--- src/rtl/pm_pkg.sv ---
package pm_pkg;
  typedef enum logic [1:0] {
    SLP_HEAVY1  = 2'b00,
    SLP_HEAVY2  = 2'b01,
    SLP_HEAVY3  = 2'b10,
    SLP_DEEPEST = 2'b11
  } sys_mode_e;

  localparam logic [1:0] ADDR_SLPEN = 2'd0;
  localparam logic [1:0] ADDR_RSTEN = 2'd1;
  localparam logic [1:0] ADDR_MODE  = 2'd2;

  // all conditions for entering system sleep
  function automatic logic entry_ok(input logic all_cmd, input logic any_req,
                                    input logic cpu_slp, input logic wake_busy);
    return all_cmd & ~any_req & cpu_slp & ~wake_busy;
  endfunction

  // sleep command seen by a block: forced low during a wake clear
  function automatic logic gated_cmd(input logic prog, input logic wake_busy);
    return prog & ~wake_busy;
  endfunction
endpackage

--- src/rtl/pm_req_sync.sv ---
module pm_req_sync #(
  parameter int W = 8
) (
  input  logic         clk,
  input  logic         rst_n,
  input  logic [W-1:0] req_async,
  output logic [W-1:0] req_sync
);
  genvar i;
  generate
    for (i = 0; i < W; i++) begin : g_bit
      logic s1_q, s2_q;
      always_ff @(posedge clk or negedge rst_n) begin
        if (!rst_n) begin
          s1_q <= 1'b0;
          s2_q <= 1'b0;
        end else begin
          s1_q <= req_async[i];
          s2_q <= s1_q;
        end
      end
      assign req_sync[i] = s2_q;
    end
  endgenerate
endmodule

--- src/rtl/pm_wake_pulse.sv ---
module pm_wake_pulse #(
  parameter int HOLD = 2
) (
  input  logic clk,
  input  logic rst_n,
  input  logic wake_i,
  output logic active
);
  localparam int CW = $clog2(HOLD + 1);
  localparam logic [CW-1:0] LOAD = CW'(HOLD);

  logic [CW-1:0] cnt_q;

  always_ff @(posedge clk or negedge rst_n) begin
    if (!rst_n)              cnt_q <= '0;
    else if (wake_i)         cnt_q <= LOAD;
    else if (cnt_q != '0)    cnt_q <= cnt_q - 1'b1;
  end

  assign active = (cnt_q != '0);
endmodule

--- src/rtl/pm_regs.sv ---
module pm_regs #(
  parameter int NBLK = 8
) (
  input  logic            clk,
  input  logic            rst_n,
  input  logic            wr_en,
  input  logic [1:0]      wr_addr,
  input  logic [NBLK-1:0] wr_data,
  output logic [NBLK-1:0] slp_reg,
  output logic [NBLK-1:0] rst_reg,
  output logic [1:0]      mode_reg
);
  import pm_pkg::*;

  always_ff @(posedge clk or negedge rst_n) begin
    if (!rst_n) begin
      slp_reg  <= '0;
      rst_reg  <= '0;
      mode_reg <= SLP_HEAVY1;
    end else if (wr_en) begin
      case (wr_addr)
        ADDR_SLPEN: slp_reg  <= wr_data;
        ADDR_RSTEN: rst_reg  <= wr_data;
        ADDR_MODE:  mode_reg <= wr_data[1:0];
        default:    ;
      endcase
    end
  end
endmodule

--- src/rtl/pm_seg_gate.sv ---
module pm_seg_gate #(
  parameter int NSEG        = 2,
  parameter int BLK_PER_SEG = 4
) (
  input  logic [NSEG*BLK_PER_SEG-1:0] req_sync,
  input  logic                        force_open,
  output logic [NSEG-1:0]             seg_en
);
  genvar s;
  generate
    for (s = 0; s < NSEG; s++) begin : g_seg
      assign seg_en[s] = (|req_sync[s*BLK_PER_SEG +: BLK_PER_SEG]) | force_open;
    end
  endgenerate
endmodule

--- src/rtl/pm_sleep_ctrl.sv ---
module pm_sleep_ctrl #(
  parameter int NSEG        = 2,
  parameter int BLK_PER_SEG = 4,
  parameter int WAKE_HOLD   = 2
) (
  input  logic                        clk,
  input  logic                        rst_n,
  input  logic                        wr_en,
  input  logic [1:0]                  wr_addr,
  input  logic [NSEG*BLK_PER_SEG-1:0] wr_data,
  input  logic [NSEG*BLK_PER_SEG-1:0] clk_req_i,
  input  logic                        cpu_sleep_i,
  input  logic                        wake_i,
  output logic [NSEG*BLK_PER_SEG-1:0] slp_en_o,
  output logic [NSEG*BLK_PER_SEG-1:0] rst_on_slp_o,
  output logic [NSEG-1:0]             seg_clk_en_o,
  output logic                        sys_sleep_o,
  output logic [1:0]                  sys_mode_o
);
  import pm_pkg::*;

  localparam int NBLK = NSEG * BLK_PER_SEG;

  // named internal events, visible to the checker
  logic [NBLK-1:0] slp_reg;
  logic [NBLK-1:0] rst_reg;
  logic [1:0]      mode_reg;
  logic [NBLK-1:0] req_sync;
  logic            wake_active;
  logic            any_req;
  logic            all_cmd;
  logic            sleep_set;
  logic            sleep_clr;

  pm_regs #(.NBLK(NBLK)) u_regs (
    .clk      (clk),
    .rst_n    (rst_n),
    .wr_en    (wr_en),
    .wr_addr  (wr_addr),
    .wr_data  (wr_data),
    .slp_reg  (slp_reg),
    .rst_reg  (rst_reg),
    .mode_reg (mode_reg)
  );

  pm_req_sync #(.W(NBLK)) u_sync (
    .clk       (clk),
    .rst_n     (rst_n),
    .req_async (clk_req_i),
    .req_sync  (req_sync)
  );

  pm_wake_pulse #(.HOLD(WAKE_HOLD)) u_wake (
    .clk    (clk),
    .rst_n  (rst_n),
    .wake_i (wake_i),
    .active (wake_active)
  );

  pm_seg_gate #(.NSEG(NSEG), .BLK_PER_SEG(BLK_PER_SEG)) u_gate (
    .req_sync   (req_sync),
    .force_open (wake_active),
    .seg_en     (seg_clk_en_o)
  );

  genvar b;
  generate
    for (b = 0; b < NBLK; b++) begin : g_cmd
      assign slp_en_o[b] = gated_cmd(slp_reg[b], wake_active);
    end
  endgenerate

  assign rst_on_slp_o = rst_reg;
  assign any_req      = |req_sync;
  assign all_cmd      = &slp_reg;
  assign sleep_set    = entry_ok(all_cmd, any_req, cpu_sleep_i, wake_active | wake_i);
  assign sleep_clr    = wake_i | any_req;

  logic       sys_q;
  logic [1:0] mode_q;

  always_ff @(posedge clk or negedge rst_n) begin
    if (!rst_n) begin
      sys_q  <= 1'b0;
      mode_q <= SLP_HEAVY1;
    end else if (sleep_clr) begin
      sys_q  <= 1'b0;
    end else if (sleep_set && !sys_q) begin
      sys_q  <= 1'b1;
      mode_q <= mode_reg;
    end
  end

  assign sys_sleep_o = sys_q;
  assign sys_mode_o  = mode_q;
endmodule

--- config.mk ---
export PLATFORM = sky130hd
export DESIGN_NAME = pm_sleep_ctrl
export DESIGN_NICKNAME = d
export VERILOG_FILES = /design/src/rtl/pm_pkg.sv /design/src/rtl/pm_req_sync.sv /design/src/rtl/pm_wake_pulse.sv /design/src/rtl/pm_regs.sv /design/src/rtl/pm_seg_gate.sv /design/src/rtl/pm_sleep_ctrl.sv
export SDC_FILE = /design/constraint.sdc
export NUM_CORES = 1
export LEC_CHECK = 0
export BUFFER_PORTS_ARGS = -buffer_cell sky130_fd_sc_hd__buf_2
export CAP_MARGIN = 10
export CORE_MARGIN = 2
export CORE_UTILIZATION = 50
export CTS_BUF_LIST = sky130_fd_sc_hd__clkbuf_2
export CTS_CLUSTER_SIZE = 16
export DETAILED_ROUTE_END_ITERATION = 16
export GPL_TIMING_DRIVEN = 0
export PLACE_DENSITY = 0.88
export SETUP_SLACK_MARGIN = 0.4
export SLEW_MARGIN = 0
export SYNTH_ARGS = -nofsm -noshare
export SYNTH_HDL_FRONTEND = slang
export SYNTH_SLANG_ARGS = --single-unit
--- constraint.sdc ---
create_clock -name clk -period 1.59 [get_ports clk]
set_input_delay 0.159 -clock clk [delete_from_list [all_inputs] [get_ports clk]]
set_output_delay 0.159 -clock clk [all_outputs]
set_load 0.1 [all_outputs]
== After elaboration in Yosys (flattened, before gate mapping) ==
Cells that the tools add are included.

* Bits in registers: 39
* Input port bits: 23
* Logic and storage cells: 62

* $add $sub $neg: 1
* Equal/unequal tests: 2
* Mux-type cells: 4
* Bitwise logic cells: 19
* Reductions and logical operators: 14

{| class="wikitable"
|+ Operators by type and width
! cell !! count
|-
| $and A1 B1 Y1 || 11
|-
| $reduce_and A2 Y1 || 4
|-
| $reduce_and A8 Y1 || 1
|-
| $reduce_or A4 Y1 || 2
|-
| $reduce_or A8 Y1 || 1
|-
| $reduce_bool A2 Y1 || 3
|-
| $mux W2 || 2
|-
| $not A1 Y1 || 4
|-
| $or A1 B1 Y1 || 4
|-
| $eq A2 B1 Y1 const B || 1
|-
| $eq A2 B2 Y1 const B || 1
|-
| $logic_not A2 Y1 || 1
|-
| $mux W1 || 2
|-
| $sub A2 B1 Y2 const B || 1
|-
| $logic_and A1 B1 Y1 || 1
|-
| $logic_not A1 Y1 || 1
|}

== Depth between registers and ports, before layout ==
Gate-level depths: netlist of the first run.

* Depth in word-level cells: 8
* Gate-level depth with buffers: 6
* Mapped depth without buffers: 6

== Cells and area by module ==
Synthesis of the first run repeated with hierarchy kept, for this count alone.

* Cells, all modules: 101
* Area total of the unflattened synthesis: 1512.7 um^2

{| class="wikitable"
|+ By module, submodules not included
! module !! times used !! cells each !! area an instance (um^2)
|-
| pm_regs || 1 || 39 || 690.7
|-
| pm_req_sync || 1 || 24 || 460.4
|-
| pm_sleep_ctrl || 1 || 21 || 229.0
|-
| pm_wake_pulse || 1 || 11 || 107.6
|-
| pm_seg_gate || 1 || 6 || 25.0
|}

== Worst setup path before layout of the first run ==
No wires, ideal clock.

* Kind: register to output
* Start: reg u_wake.cnt_q[0]
* End: out slp_en_o[0]
* Data arrival time: 1630 ps
* Slack: -199 ps
* Cell stages (with the launch flop): 5
* Path through: dfrtp_1 -> inv_1 -> ha_1 -> clkbuf_1 -> and2_1

* Word-level cells in the longest chain between the ends: 3

{| class="wikitable"
|+ Ends and longest elaborated chain
! what !! RTL line !! RTL
|-
| start: declaration || pm_wake_pulse.sv:12 || <nowiki>logic [CW-1:0] cnt_q;</nowiki>
|-
| start signal: assignment || pm_wake_pulse.sv:17 || <nowiki>else if (cnt_q != '0) cnt_q <= cnt_q - 1'b1;</nowiki>
|-
| $reduce_bool A2 Y1 || pm_wake_pulse.sv:20 || <nowiki>assign active = (cnt_q != '0);</nowiki>
|-
| $not A1 Y1 || pm_pkg.sv:21 || <nowiki>return prog & ~wake_busy;</nowiki>
|-
| $and A1 B1 Y1 || pm_pkg.sv:21 ||
|-
| end: declaration || pm_sleep_ctrl.sv:14 || <nowiki>output logic [NSEG*BLK_PER_SEG-1:0] slp_en_o,</nowiki>
|}

No other way between the ends.

== Worst setup path after layout of the first run ==
* Start: reg u_wake.cnt_q[1]
* End: reg mode_q[0] (netlist: sys_mode_o[0])

* Word-level cells in the longest chain between the ends: 6

{| class="wikitable"
|+ Ends and longest elaborated chain
! what !! RTL line !! RTL
|-
| $reduce_bool A2 Y1 || pm_wake_pulse.sv:20 ||
|-
| $or A1 B1 Y1 || pm_sleep_ctrl.sv:76 || <nowiki>assign sleep_set = entry_ok(all_cmd, any_req, cpu_sleep_i, wake_active | wake_i);</nowiki>
|-
| $not A1 Y1 || pm_pkg.sv:16 || <nowiki>return all_cmd & ~any_req & cpu_slp & ~wake_busy;</nowiki>
|-
| $and A1 B1 Y1 || pm_pkg.sv:16 ||
|-
| $logic_and A1 B1 Y1 || pm_sleep_ctrl.sv:88 || <nowiki>end else if (sleep_set && !sys_q) begin</nowiki>
|-
| $reduce_and A2 Y1 (no source line) || n/a ||
|-
| end signal: assignment || pm_sleep_ctrl.sv:90 || <nowiki>mode_q <= mode_reg;</nowiki>
|-
| end: declaration || pm_sleep_ctrl.sv:80 || <nowiki>logic [1:0] mode_q;</nowiki>
|}

No other way between the ends.
A chain may end at the register's enable or synchronous reset.

==> results.json, run 1 <==
{
  "viasPerCell": 5.22,
  "finalWorstSetupSlack_ps": -164,
  "yosysSeqAreaShare_pct": 68.4,
  "hold_depth": 2,
  "final_cell_count_no_fill": 195,
  "hp-class": "primary input to register",
  "cts_root_buf": "clkbuf_2",
  "ys_warn_count": 0,
  "final_max_slew_viol_count": 0,
  "rows": 19,
  "post-route-period-util_pct": 110,
  "antenna_found_initial": 0,
  "synth_top_area_share_pct": 68.4,
  "die_w_um": 57.4,
  "synth_edf_count": 0,
  "syn_to_final_growth_pct": 64.1,
  "nets": 188,
  "p_leak_nw": 1.08,
  "hpwl_um": 2000,
  "cts-htree-levels": 2,
  "clk_pin_slew_worst_paths_ps": 200,
  "drv_cap": 0,
  "track_usage_pct": 24.1,
  "path_class": "register to register",
  "final_util_pct": 85.6,
  "grt.overflow.total": 0,
  "final_layout_size_suffix_gt1_share_pct": 64.6,
  "worst_pin_slew_ps": 838,
  "grt_pass1_wl_um": 5500,
  "cp.required_ps": 1880,
  "crit_fanout": 3,
  "grt_max_degree": 40,
  "tritoncts": "done",
  "finalHoldViolations": 0,
  "place_ws_ps": 12.3,
  "n_fill_cell": 117,
  "yosysTopAreaCell": "dfrtp_1",
  "cts.sinks": 39,
  "io_pins": 44,
  "stdcell_area_um2": 2340,
  "gp_routability_congestion": 0.692,
  "grt_pass1_vias": 1072,
  "grt_setup_unrepaired": "yes",
  "r2r_cells": 7,
  "syn_area_um2": 1430,
  "powerDensity_nw_per_um2": 1400,
  "synth_area_per_cell_um2": 15.8,
  "post-route-min-period_ps": 1750,
  "diodes": 0,
  "first_iter_violations": 38,
  "insertion_delay_ps": 390,
  "synth_most_common_cell": "dfrtp_1",
  "coreArea_um2": 2730,
  "setup_viol": 12,
  "cp.arrival_ps": 2050,
  "dr_total_vias": 1017,
  "cp-end-kind": "register",
  "slew_headroom_pct": 44.1,
  "outcome": "finished with violations",
  "synthesis.nets": 114,
  "synth_cell_types": 18,
  "die_area_um2": 3300,
  "ys.flop_type": "dfrtp_1",
  "violations": "setup timing",
  "async_flop_share_pct": 100,
  "cts_buffers": 5,
  "ys_top_cells_by_count": "dfrtp_1 (39), mux2_2 (21), and2_1 (8), inv_1 (3), nand2_1 (3)",
  "initial_utilization_pct": 52.2,
  "placed_area_um2": 1750,
  "drt_wl_total_um": 3860,
  "ys_top_cells_by_area": "dfrtp_1 (68%), mux2_2 (17%), and2_1 (3.5%)",
  "wl_per_cell_um": 19.8,
  "port_buffers": 43,
  "cts_buffer_depth": 2,
  "syn_inst": 90,
  "total_power_mw": 3.28,
  "route.detailed.drc": 0,
  "fmax_mhz": 570,
  "fp.dieH_um": 57.4,
  "peakVddDrop_v": 0.00150,
  "ys_ff_latch": 39,
  "startpoint_type": "register",
  "first_pass_iters": 4,
  "dpl.cell_count": 164,
  "drt.antenna.violating_nets": 0,
  "finClkSkew_ps": 15.5
}
[routing by layer]
metal / GRT usage, % / share of wire, %
met2: 40.6 / 55
met3: 7.71 / 4.7
met5: 0 / 0
met4: 10.6 / 3.0
met1: 28.1 / 37
[final timing paths]
kind | slack (ps) | end | from
min in group asynchronous | 420 | u_sync.g_bit[7].s1_q | rst_n
worst min register to register | 370 | u_sync.g_bit[5].s2_q | u_sync.g_bit[5].s1_q
worst max-delay path | -160 | sys_mode_o[0] | u_wake.cnt_q[1]
max in group asynchronous | 580 | u_regs.rst_reg[4] | rst_n
worst max register to register | -160 | sys_mode_o[0] | u_wake.cnt_q[1]
worst min-delay path | 30 | u_regs.mode_reg[1] | wr_data[1]
[cell usage in the layout (no fill, tap or decap), drive strengths merged, types with 2 or more instances in the layout]
master | netlist | routed
and2 | 8 | 8
buf | 0 | 51
clkbuf | 1 | 6
clkinv | 0 | 2
dfrtp | 39 | 39
dlygate4sd3 | 0 | 16
inv | 3 | 3
mux2 | 21 | 21
nand2 | 3 | 3
nand3b | 2 | 2
nand4 | 2 | 2
nor2 | 2 | 2
nor4 | 2 | 2
[logic make-up after synthesis]
family | Yosys count | share of synthesized area, %
adder cells (fa/ha/maj) | 1 | 0.877
multiplexers | 21 | 16.6
AND/OR/NAND/NOR | 23 | 11.7
AO/OA/AOI/OAI | 1 | 0.789
buffers and inverters | 4 | 1.05
flip-flops | 39 | 68.4
XOR/XNOR | 1 | 0.614
[timing repair]
action,in CTS,in global routing
buffers inserted,5,3
pin swaps,8,3
gates resized for setup,74,13
endpoints found under the setup margin,24,25
hold buffers,14,2
gates cloned,0,0
endpoints found under the hold margin,52,3
[through the flow]
step / TNS [ps] / hold slack (ps)
floorplan: 0 / -137
global placement: 0 / 267
detailed placement: 0 / 268
CTS: -783 / 0.0471
global route: -2020 / 5.69
finish: -1430 / 29.5
[worst max-delay path: stages (launching register included)]
cell and delay, ps:
dfrtp_1 440, inv_2 90, ha_4 150, buf_4 130, nand4b_1 140, nor3_2 170, nand4_1 200, mux2_2 340
[power by group]
part           total, mW  switching, mW  internal (mW)
sequential          1.25          0.125           1.13
clock              0.409          0.316         0.0930
combinational       1.61          0.952          0.662
total               3.28           1.39           1.88
[area by class of cell]
type	instances	area [µm²]	area share [%]
clock buffers	5	25.0	1.07
plain buffers	1	25.0	1.07
multi-input cells	47	494	21.1
well taps	31	38.8	1.66
flip-flops and latches	39	987	42.2
clock inverters	2	8.76	0.374
repair buffers	67	751	32.1
inverters	3	11.3	0.481
(Power assumes the default switching activity.)
==> inputs of run 2 (changes only) <==
--- a/config.mk
+++ b/config.mk
@@ -8,12 +8,12 @@
 export BUFFER_PORTS_ARGS = -buffer_cell sky130_fd_sc_hd__buf_2
 export CAP_MARGIN = 10
 export CORE_MARGIN = 2
-export CORE_UTILIZATION = 50
+export CORE_UTILIZATION = 52
 export CTS_BUF_LIST = sky130_fd_sc_hd__clkbuf_2
 export CTS_CLUSTER_SIZE = 16
 export DETAILED_ROUTE_END_ITERATION = 16
 export GPL_TIMING_DRIVEN = 0
-export PLACE_DENSITY = 0.88
+export PLACE_DENSITY = 0.91
 export SETUP_SLACK_MARGIN = 0.4
 export SLEW_MARGIN = 0
 export SYNTH_ARGS = -nofsm -noshare
==> results.json, run 2 (synthesis gave the netlist of run 1 again) <==
{
  "outcome": "finished with violations",
  "violations": "setup timing",
  "final_cell_count_no_fill": 201,
  "viasPerCell": 5.50,
  "cp.required_ps": 1910,
  "final_layout_size_suffix_gt1_share_pct": 64.7,
  "hp-class": "primary input to register",
  "place_ws_ps": 24.8,
  "die_w_um": 56.4,
  "worst_pin_slew_ps": 739,
  "track_usage_pct": 27.5,
  "total_power_mw": 3.57,
  "hold_depth": 2,
  "dpl.cell_count": 163,
  "crit_fanout": 3,
  "grt_pass1_vias": 1218,
  "finalWorstSetupSlack_ps": -141,
  "coreArea_um2": 2540,
  "cts.sinks": 39,
  "multiInputGateArea_um2": 492,
  "max_stage_delay_ps": 450,
  "nets": 193,
  "final_max_slew_viol_count": 0,
  "drt_wl_total_um": 4620,
  "dr_total_vias": 1105,
  "route.detailed.drc": 0,
  "fp.dieH_um": 56.4,
  "rows": 18,
  "port_buffers": 43,
  "gp_routability_congestion": 0.742,
  "post-route-min-period_ps": 1730,
  "grt_pass1_wl_um": 6330,
  "path_class": "register to register",
  "slew_headroom_pct": 50.5,
  "layout_commonest_cell": "dfrtp_1",
  "fmax_mhz": 578,
  "wl_per_cell_um": 23.0,
  "grt_max_degree": 40,
  "io_pins": 44,
  "cts_buffers": 5,
  "drt.antenna.violating_nets": 0,
  "r2r_cells": 7,
  "finClkSkew_ps": 16.4,
  "antenna_found_initial": 2,
  "powerDensity_nw_per_um2": 1480,
  "hpwl_um": 1910,
  "insertion_delay_ps": 420,
  "cts_buffer_depth": 2,
  "final_cell_mix": "dfrtp_1 (30), mux2_2 (21), buf_2 (21), buf_12 (21), dlygate4sd3_1 (17)",
  "post-route-period-util_pct": 109,
  "register_area_um2": 987,
  "first_iter_violations": 37,
  "grt.overflow.total": 0,
  "finalHoldViolations": 0,
  "die_area_um2": 3180,
  "stdcell_area_um2": 2420,
  "cp-end-kind": "register",
  "initial_utilization_pct": 56.0,
  "grt_setup_unrepaired": "yes",
  "tns_ps": -1370,
  "setup_viol": 12,
  "startpoint_type": "register",
  "cpMaxStageDelayCell": "dfrtp_1",
  "worstPathCellList": "inv_2, ha_4, buf_4, nand4b_1, nor3_2, nand4_1, mux2_2",
  "cts_root_buf": "clkbuf_2",
  "placed_area_um2": 1750,
  "clk_pin_slew_worst_paths_ps": 200,
  "tritoncts": "done",
  "peakVddDrop_v": 0.00182,
  "drv_cap": 0,
  "syn_to_final_growth_pct": 69.6,
  "cts-htree-levels": 2,
  "p_leak_nw": 1.12,
  "n_fill_cell": 64,
  "first_pass_iters": 4,
  "cp.arrival_ps": 2050
}
-- run 2: through the flow --
stage	util, %	hold slack, ps
6_report	95.1	14.2
5_1_grt	95.1	0.838
4_1_cts	91.6	3.73
3_5_place_dp	68.8	269
3_3_place_gp	68.8	266
2_1_floorplan	-	-137
-- run 2: worst max-delay path: cells and delay by family, from the launching register on --
| kind | cells | cell delay, ps |
|---|---|---|
| adder cells (fa/ha/maj) | 1 | 160 |
| AND/OR/NAND/NOR | 3 | 500 |
| buffers and inverters | 2 | 210 |
| multiplexers | 1 | 320 |
| flip-flops | 1 | 450 |
-- run 2: where the power goes --
part	internal (mW)	switching (mW)
combinational	0.723	0.982
clock	0.259	0.353
sequential	1.13	0.127
total	2.11	1.46
-- run 2: worst paths after layout --
check / slack, ps / to / from
worst max register to register: -140 / sys_mode_o[1] / u_wake.cnt_q[0]
min in group asynchronous: 320 / u_regs.slp_reg[1] / rst_n
worst min-delay path: 10 / u_regs.slp_reg[2] / wr_data[2]
max in group asynchronous: 880 / u_regs.rst_reg[3] / rst_n
worst min register to register: 380 / u_sync.g_bit[3].s2_q / u_sync.g_bit[3].s1_q
worst max-delay path: -140 / sys_mode_o[1] / u_wake.cnt_q[0]
-- run 2: layout make-up --
cell class                      instances  share of cell area (%)
Tap cell                               30                    1.55
Clock inverter                          3                    1.60
Antenna cell                            1                   0.103
Sequential cell                        39                    40.8
Buffer                                  1                    1.03
Inverter                                3                   0.465
Clock buffer                            5                    1.03
Multi-Input combinational cell         47                    20.3
Timing Repair Buffer                   72                    33.1
-- run 2: repair_timing --
| item | 4_1_cts | 5_1_grt |
|---|---|---|
| endpoints found under the hold margin | 54 | 6 |
| endpoints found under the setup margin | 24 | 28 |
| resized for setup | 81 | 7 |
| setup buffers | 7 | 4 |
| gates cloned | 1 | 0 |
| pin swaps | 8 | 2 |
| hold buffers | 14 | 3 |
-- run 2: per-layer routing --
metal,track usage [%],vias up,share of wire [%]
li1,-,472,-
met1,33.1,556,36
met5,0,-,0.24
met4,11.2,2,3.3
met3,7.60,16,5.7
met2,46.7,59,54
==> inputs of run 3 (changes only) <==
--- a/config.mk
+++ b/config.mk
@@ -7,8 +7,10 @@
 export LEC_CHECK = 0
 export BUFFER_PORTS_ARGS = -buffer_cell sky130_fd_sc_hd__buf_2
 export CAP_MARGIN = 10
+export CELL_PAD_IN_SITES_DETAIL_PLACEMENT = 1
+export CELL_PAD_IN_SITES_GLOBAL_PLACEMENT = 1
 export CORE_MARGIN = 2
-export CORE_UTILIZATION = 52
+export CORE_UTILIZATION = 42
 export CTS_BUF_LIST = sky130_fd_sc_hd__clkbuf_2
 export CTS_CLUSTER_SIZE = 16
 export DETAILED_ROUTE_END_ITERATION = 16
==> results.json, run 3 (synthesis gave the netlist of run 1 again) <==
{
  "outcome": "finished with violations",
  "violations": "setup timing",
  "finClkSkew_ps": 33.0,
  "setup_viol": 12,
  "p_comb_share_pct": 51.4,
  "peakVddDrop_v": 0.000876,
  "internal_power_mw": 1.99,
  "final_cell_count_no_fill": 213,
  "post-route-min-period_ps": 1880,
  "p_leak_nw": 1.11,
  "clockPowerShare_pct": 12.5,
  "switching_power_mw": 1.49,
  "worst-r2r-setup-slack_ps": -220,
  "seqPwrFrac_pct": 36.1,
  "drt_wl_total_um": 5080,
  "cts_root_buf": "clkbuf_2",
  "final_util_pct": 72.5,
  "die_w_um": 62.3,
  "insertion_delay_ps": 430,
  "diodes": 0,
  "clk_pin_slew_worst_paths_ps": 210,
  "hp-class": "primary input to register",
  "route.detailed.drc": 0,
  "r2r_cells": 7,
  "rows": 21,
  "startpoint_type": "register",
  "wl_per_cell_um": 23.9,
  "switching_share_pct": 42.8,
  "io_pins": 44,
  "r2r-end": "sys_mode_o[1]",
  "grt_setup_unrepaired": "yes",
  "fmax_mhz": 531,
  "cts.sinks": 39,
  "grt.overflow.total": 0,
  "port_buffers": 43,
  "track_usage_pct": 25.5,
  "final_max_slew_viol_count": 0,
  "cts_buffers": 5,
  "final_layout_size_suffix_gt1_share_pct": 65.3,
  "grt_max_degree": 40,
  "coreArea_um2": 3310,
  "gp_routability_congestion": 0.751,
  "drt.antenna.violating_nets": 0,
  "drv_cap": 0,
  "cp-end-kind": "output pin",
  "antenna_found_initial": 0,
  "cts-htree-levels": 2,
  "cp.required_ps": 1430,
  "min_to": "u_regs.mode_reg[0]",
  "final_cell_mix": "dfrtp_1 (30), buf_2 (22), buf_12 (21)",
  "slew_headroom_pct": 44.2,
  "tritoncts": "done",
  "grt_pass1_wl_um": 7210,
  "finalHoldViolations": 0,
  "path_class": "register to output pin",
  "hp-start": "wr_data[0]",
  "cp.arrival_ps": 1730,
  "crit_fanout": 5,
  "dr_total_vias": 1089,
  "layout_commonest_cell": "dfrtp_1",
  "initial_utilization_pct": 43.1,
  "hpwl_um": 2080,
  "syn_to_final_growth_pct": 68.3,
  "grt_pass1_vias": 1234,
  "nets": 191,
  "viasPerCell": 5.11,
  "dpl.cell_count": 179,
  "die_area_um2": 3880,
  "hold_depth": 2,
  "r2r_start": "u_wake.cnt_q[0]",
  "powerDensity_nw_per_um2": 1450,
  "cts_buffer_depth": 2,
  "worst_pin_slew_ps": 836,
  "post-route-period-util_pct": 119,
  "first_iter_violations": 48,
  "finalWorstSetupSlack_ps": -295,
  "fp.dieH_um": 62.3,
  "first_pass_iters": 5
}
run 3: power by group through the flow:
stage	logic, mW	registers, mW	clock network (mW)
after CTS	1.58	1.23	0.415
after global routing	1.84	1.27	0.484
after detailed placement	1.14	1.23	0
final	1.79	1.26	0.436
after floorplan	0.668	1.50	0
after global placement	1.11	1.22	0
run 3: layout make-up:
| cell class | instances | area (µm²) |
|---|---|---|
| Sequential cell | 39 | 987 |
| Fill cell | 297 | 910 |
| Timing Repair Buffer | 70 | 785 |
| Multi-Input combinational cell | 47 | 502 |
| Tap cell | 46 | 57.6 |
| Clock buffer | 5 | 25.0 |
| Buffer | 1 | 25.0 |
| Inverter | 3 | 11.3 |
| Clock inverter | 2 | 8.76 |
run 3: critical path: stages (launching register included):
cell and delay (ps):
dfrtp_1 450, inv_2 90, ha_4 160, buf_4 120, clkbuf_16 140, and2_4 160, buf_12 170
run 3: repair_timing:
item                                    4_1_cts  5_1_grt
endpoints found under the hold margin        60        0
hold buffers                                 16        0
buffers inserted                              4        6
endpoints found under the setup margin       24       25
gates cloned                                  1        0
gates resized for setup                      86        5
pin swaps                                     6        5
run 3: worst max-delay path by stage:
| stage | from | end | slack, ps | depth (start not counted) |
|---|---|---|---|---|
| after global placement | u_wake.cnt_q[0] | slp_en_o[1] | 50 | 5 |
| after global routing | u_wake.cnt_q[0] | slp_en_o[6] | -340 | 6 |
| final | u_wake.cnt_q[0] | slp_en_o[6] | -290 | 6 |
| after floorplan | u_wake.cnt_q[0] | sys_mode_o[0] | 230 | 6 |
| after CTS | u_wake.cnt_q[0] | slp_en_o[7] | -110 | 5 |
| after detailed placement | u_wake.cnt_q[0] | slp_en_o[1] | 5 | 5 |
run 3: per-stage QoR:
stage	setup WS [ps]	power (mW)	hold slack (ps)	setup TNS [ps]	area, µm²
floorplan	227	2.17	-137	0	1500
global placement	48.6	2.33	268	0	1770
detailed placement	4.64	2.37	269	0	1770
CTS	-112	3.23	14.1	-884	2340
global route	-336	3.59	0.173	-3570	2400
finish	-295	3.49	16.1	-2970	2400
run 3: routing by layer:
metal | track usage [%] | wire length, µm | vias to the layer above
met2 | 47.0 | 2610 | 46
met3 | 3.80 | 222 | 22
met1 | 30.3 | 1980 | 558
li1 | - | - | 463
met5 | 0 | 0 | -
met4 | 9.17 | 270 | 0
